<file path="config.mk">
export PLATFORM = sky130hd
export DESIGN_NAME = state_save_seq
export DESIGN_NICKNAME = d
export VERILOG_FILES = /design/src/rtl/state_save_seq.sv
export SDC_FILE = /design/constraint.sdc
export NUM_CORES = 1
export LEC_CHECK = 0
export BUFFER_PORTS_ARGS = -buffer_cell sky130_fd_sc_hd__clkbuf_2
export CORE_MARGIN = 10
export CORE_UTILIZATION = 40
export DETAILED_ROUTE_END_ITERATION = 10
export PLACE_DENSITY = 0.73
export SLEW_MARGIN = 20
export SYNTH_ARGS = -nofsm -noshare
export SYNTH_HDL_FRONTEND = slang
export SYNTH_SLANG_ARGS = --single-unit
export TNS_END_PERCENT = 100
</file>
<file path="constraint.sdc">
create_clock -name clk -period 6.6 [get_ports clk]
set_input_delay 0.33 -clock clk [delete_from_list [all_inputs] [get_ports clk]]
set_output_delay 0.33 -clock clk [all_outputs]
set_load 0.01 [all_outputs]
</file>
<file path="src/rtl/state_save_seq.sv">
module state_save_seq #(
  parameter int ADDR_W     = 32,
  parameter int NCOMP      = 63,
  parameter int EXT_BEATS  = 4,
  parameter int EXT_STRIDE = 64
) (
  input  logic              clk,
  input  logic              rst_n,
  input  logic              start,
  input  logic [ADDR_W-1:0] base,
  input  logic [31:0]       mask_lo,
  input  logic [31:0]       mask_hi,
  input  logic [63:0]       feat_en,
  input  logic [62:0]       comp_init,
  output logic [5:0]        rd_comp,
  output logic [5:0]        rd_beat,
  input  logic [63:0]       rd_data,
  output logic              wr_req,
  input  logic              wr_gnt,
  output logic [ADDR_W-1:0] wr_addr,
  output logic [63:0]       wr_data,
  output logic [7:0]        wr_be,
  output logic              done
);
  localparam int HDR_OFF  = 512;
  localparam int EXT_BASE = 576;
  localparam logic [63:0] NMASK = (64'd1 << NCOMP) - 64'd1;
  localparam logic [5:0]  LASTC = 6'(NCOMP - 1);

  typedef enum logic [2:0] {S_IDLE, S_SCAN, S_WR, S_HDR, S_DONE} st_t;
  st_t st;

  logic [62:0]       sel, hdr;
  logic [ADDR_W-1:0] base_r;
  logic [5:0]        idx, beat;

  function automatic logic [ADDR_W-1:0] comp_off(input logic [5:0] i);
    case (i)
      6'd0:    return '0;
      6'd1:    return ADDR_W'(160);
      default: return ADDR_W'(EXT_BASE + (int'(i) - 2) * EXT_STRIDE);
    endcase
  endfunction

  function automatic logic [5:0] comp_len(input logic [5:0] i);
    case (i)
      6'd0:    return 6'd20;
      6'd1:    return 6'd38;
      default: return 6'(EXT_BEATS);
    endcase
  endfunction

  wire [62:0] eff       = {mask_hi[30:0], mask_lo} & feat_en[62:0] & NMASK[62:0];
  wire        last_beat = beat == comp_len(idx) - 6'd1;

  always_ff @(posedge clk or negedge rst_n)
    if (!rst_n) begin
      st <= S_IDLE; sel <= '0; hdr <= '0; base_r <= '0; idx <= '0; beat <= '0;
    end else
      case (st)
        S_IDLE: if (start) begin
          sel    <= eff;
          hdr    <= eff & ~comp_init;
          base_r <= {base[ADDR_W-1:6], 6'b0};
          idx    <= '0;
          beat   <= '0;
          st     <= S_SCAN;
        end
        S_SCAN:
          if (sel[idx]) begin
            beat <= '0;
            st   <= S_WR;
          end else if (idx == LASTC) st <= S_HDR;
          else idx <= idx + 6'd1;
        S_WR: if (wr_gnt) begin
          if (last_beat) begin
            beat <= '0;
            if (idx == LASTC) st <= S_HDR;
            else begin
              idx <= idx + 6'd1;
              st  <= S_SCAN;
            end
          end else beat <= beat + 6'd1;
        end
        S_HDR:  if (wr_gnt) st <= S_DONE;
        S_DONE: st <= S_IDLE;
        default: st <= S_IDLE;
      endcase

  assign rd_comp = idx;
  assign rd_beat = beat;
  assign wr_req  = st == S_WR || st == S_HDR;
  assign wr_addr = st == S_HDR ? base_r + ADDR_W'(HDR_OFF)
                               : base_r + comp_off(idx) + ADDR_W'({beat, 3'b000});
  assign wr_data = st == S_HDR ? {1'b0, hdr} : rd_data;
  assign wr_be   = 8'hFF;
  assign done    = st == S_DONE;

  wire [ADDR_W-1:0] rel = wr_addr - base_r;

  p_hold_r8: assert property (@(posedge clk) disable iff (!rst_n)
    wr_req && !wr_gnt |=> wr_req && $stable(wr_addr) && $stable(wr_data));
  p_reserved_r5: assert property (@(posedge clk) disable iff (!rst_n)
    wr_req |-> !(rel >= ADDR_W'(464) && rel < ADDR_W'(512)));
  p_pulse_r9: assert property (@(posedge clk) disable iff (!rst_n)
    done |=> !done);
  p_after_hdr_r6: assert property (@(posedge clk) disable iff (!rst_n)
    done |-> $past(wr_req && wr_gnt && rel == ADDR_W'(HDR_OFF)));
  p_aligned_r7: assert property (@(posedge clk) disable iff (!rst_n)
    wr_req |-> wr_addr[2:0] == 3'b000 && wr_be == 8'hFF);
  p_skip_r4: assert property (@(posedge clk) disable iff (!rst_n)
    wr_req && rel != ADDR_W'(HDR_OFF) |-> sel[rd_comp]);
endmodule

</file>
==> out/results.tsv <==
stage	metric	value	unit
global_route	met1 Usage GRT	0.245	
drt	drt total wl	36300	µm
timing	WHS	-25.4	ps
drt	vias per cell	5.26	
logic_synthesis	share of flip-flops with an asynchronous set or reset	1.00	
setup_path	CP Capture Type	output port	
logic_synthesis	post-synth top area share	0.390	
setup_path	WP data required	6270	ps
drt	Wirelength per Cell	18.0	µm
global_route	busiest grt layer	met2	
setup_path	r2r setup slk	3380	ps
min_path	HP Class	in2async	
flow_run	max-cap violation count	0	
logic_synthesis	Syn Area/Cell	8.06	µm²
clocking	clock-pin slew on the worst setup and hold paths	80	ps
logic_synthesis	register area share after synthesis	0.390	
final_layout	fill count	2517	
global_route	initial antenna violation count	0	
global_route	GRT Residual Overflow	0	
logic_synthesis	dominant cells by area after synthesis	dfrtp_1 (39%), nand2_1 (18%), ha_1 (6.7%), o31ai_1 (4.7%), o21ai_0 (4.4%)	
logic_synthesis	area leader, netlist	dfrtp_1	
global_route	GR Util met2	0.377	
drt	First DRT Iteration DRCs	864	
clocking	Clock Latency Late Sink	430	ps
clocking	Clock Tree Root	clkbuf_16	
place	Port Buf Inserts	389	
timing	Slew Viols, Final	0	
logic_synthesis	EDFF count, synth	0	
global_route	global-route wire length before repair	57100	µm
place	gpl congestion	0.881	
die	I/O pin cnt	409	
place	DPL Wire Length	28200	µm
power_and_ir_drop	Pwr Total	6.22	mW
global_route	vias in the first global route	10872	
timing	pin slew with the least headroom to its limit	1020	ps
setup_path	critical path launch point type	flip-flop	
logic_synthesis	#FFs+latches synth	167	
logic_synthesis	Cell Area, Synth	0.0107	mm²
final_layout	share of layout cells above drive strength 1	0.271	
die	die area	0.0337	mm²
power_and_ir_drop	pwr dens	462	mW/mm²
clocking	TritonCTS clock tree	yes	
timing	unrepaired setup endpoints after global routing	no	
timing	final hold violations	5	
timing	Setup violations, final	0	
drt	DRT Pass-1 Iters	5	
timing	clock period minus worst slack	5950	ps
die	height of the die	184	µm
final_layout	Multi-input gate area	0.00615	mm²
clocking	hold buffers post-CTS	0	
setup_path	crit path DAT	5620	ps
global_route	Overall Global Routing Usage	0.211	
clocking	TritonCTS buffer count	17	
final_layout	Area Growth Syn to Fin	25.6	%
clocking	TritonCTS Sinks	167	
global_route	largest net degree at the start of global routing	97	
power_and_ir_drop	P_leak	7.12	nW
final_layout	nets	2027	
die	Die W	184	µm
clocking	Post-CTS Setup Inserts	0	
logic_synthesis	most used flip-flop cell after synthesis	dfrtp_1	
die	initial core utilization	0.409	
final_layout	n_diodes	0	
drt	ANT nets after route	0	
timing	skew final	13.2	ps
die	std cell rows	59	
timing	post-route clock period utilization	0.902	
timing	Slew headroom	0.323	
power_and_ir_drop	worst vdd ir	195	µV
setup_path	worst-path fanout max	19	
clocking	Max clock buf depth	2	
logic_synthesis	Warnings, synthesis	0	
drt	vias	10641	
logic_synthesis	Mapped Cells	1330	
logic_synthesis	number of distinct library cells after synthesis	72	
setup_path	CP Class	reg2out	
clocking	CTS resizes	0	
die	Core Region	0.0262	mm²
setup_path	R2R cell count	10	
timing	Final TNS setup	0	ps
timing	Max Freq	168	MHz
drt	# DRC	0	
final_layout	FF/Latch Area	0.00418	mm²
clocking	# H-tree levels	4	
global_route	grt met3 use	0.0565	
status	failing checks	hold timing	
status	status	finished with violations	
[sequential cells by signal, summed over array words and instances (netlist names)]
signal and flops:
rd_comp 6, rd_beat 6, hdr 63, sel 63, base_r 26, st 3
[cell type report]
type,instances,share of cell area
multi-input cells,1066,0.457
flip-flops and latches,167,0.310
repair buffers,398,0.150
clock buffers,17,0.0316
well taps,335,0.0311
clock inverters,15,0.0128
inverters,25,0.00697
[worst max-delay path, stage by stage (launching register included)]
cell	delay (ps)
dfrtp_1	520
buf_4	260
or4_1	590
nor2_1	220
and3_1	740
ha_1	370
ha_1	380
a21oi_1	200
o21a_1	160
o21ai_0	120
nor3_1	540
o21ai_0	420
a311oi_1	370
o41ai_1	120
clkbuf_2	170
[metrics by stage]
step / instance area, µm² / utilization / worst slack [ps] / cells
after CTS: 13500 / 0.514 / 696 / 2023
after detailed placement: 12900 / 0.491 / 1230 / 1991
after global placement: 12900 / 0.491 / 1370 / 1991
final: 13500 / 0.514 / 648 / 2023
after floorplan: 10800 / - / 1660 / 1339
after global routing: 13500 / 0.514 / 216 / 2023
[power by group]
| group | switching [mW] | internal (mW) | total, mW | leakage, nW |
|---|---|---|---|---|
| Sequential | 0.324 | 1.41 | 1.74 | 2.20 |
| Combinational | 2.08 | 1.38 | 3.46 | 4.62 |
| Clock | 0.516 | 0.514 | 1.03 | 0.295 |
[cells in the mapped netlist, types with 6 or more instances]
master and number:
a211oi_1 6, a21o_1 8, a21oi_1 44, a31oi_1 7
and2_1 8, and3_1 6, and4_1 6, buf_1 9
buf_4 11, clkbuf_1 57, dfrtp_1 167, ha_1 57
inv_1 25, mux2i_1 7, mux4_2 10, nand2_1 503
nand2b_1 7, nand3_1 13, nand4_1 10, nor2_1 55
nor3_1 13, o21a_1 6, o21ai_0 95, o31ai_1 67
xnor2_1 26, xor2_1 17
[placed cells by master, fill, tap and decap left out, types with 5 or more instances in the layout]
| master | instances |
|---|---|
| mux2i_1 | 7 |
| a31oi_1 | 7 |
| inv_8 | 6 |
| nand3_1 | 12 |
| mux4_2 | 10 |
| a211oi_1 | 6 |
| inv_1 | 25 |
| a22o_1 | 5 |
| nor2_1 | 54 |
| and3_1 | 6 |
| dfrtp_1 | 167 |
| o21a_1 | 6 |
| xnor2_1 | 26 |
| o31ai_1 | 67 |
| ha_1 | 57 |
| nand2_1 | 502 |
| a21oi_1 | 44 |
| nand4_1 | 10 |
| buf_4 | 9 |
| nand2b_1 | 7 |
| and2_1 | 8 |
| clkbuf_2 | 388 |
| conb_1 | 11 |
| clkbuf_16 | 17 |
| a21o_1 | 8 |
| o211ai_1 | 5 |
| and4_1 | 6 |
| xor2_1 | 17 |
| o21ai_0 | 95 |
| nor3_1 | 13 |
[worst paths after layout]
check                              startpoint     endpoint
worst max-delay path               rd_comp[2]  wr_addr[26]
worst min-delay path                    rst_n      hdr[38]
worst max register to register     rd_comp[2]   rd_comp[3]
worst min register to register        sel[32]      sel[32]
max in group asynchronous               rst_n       hdr[9]
min in group clk                comp_init[21]      hdr[21]
[metal layers]
metal / wire length, µm / share of wire
met4: 504 / 0.014
met2: 18500 / 0.51
met1: 14800 / 0.41
met3: 2560 / 0.071
met5: 0 / 0
[cell families after synthesis]
kind of cell / count (synthesis) / synth area share
xor+xnor: 43 / 0.0351
compound gates: 277 / 0.166
fa+ha+maj: 61 / 0.0740
simple gates: 648 / 0.251
buf+inv: 106 / 0.0420
mux: 26 / 0.0416
flops: 167 / 0.390
other cells: 2 / 0.000701
No activity file was read; power rests on OpenSTA's default activity.
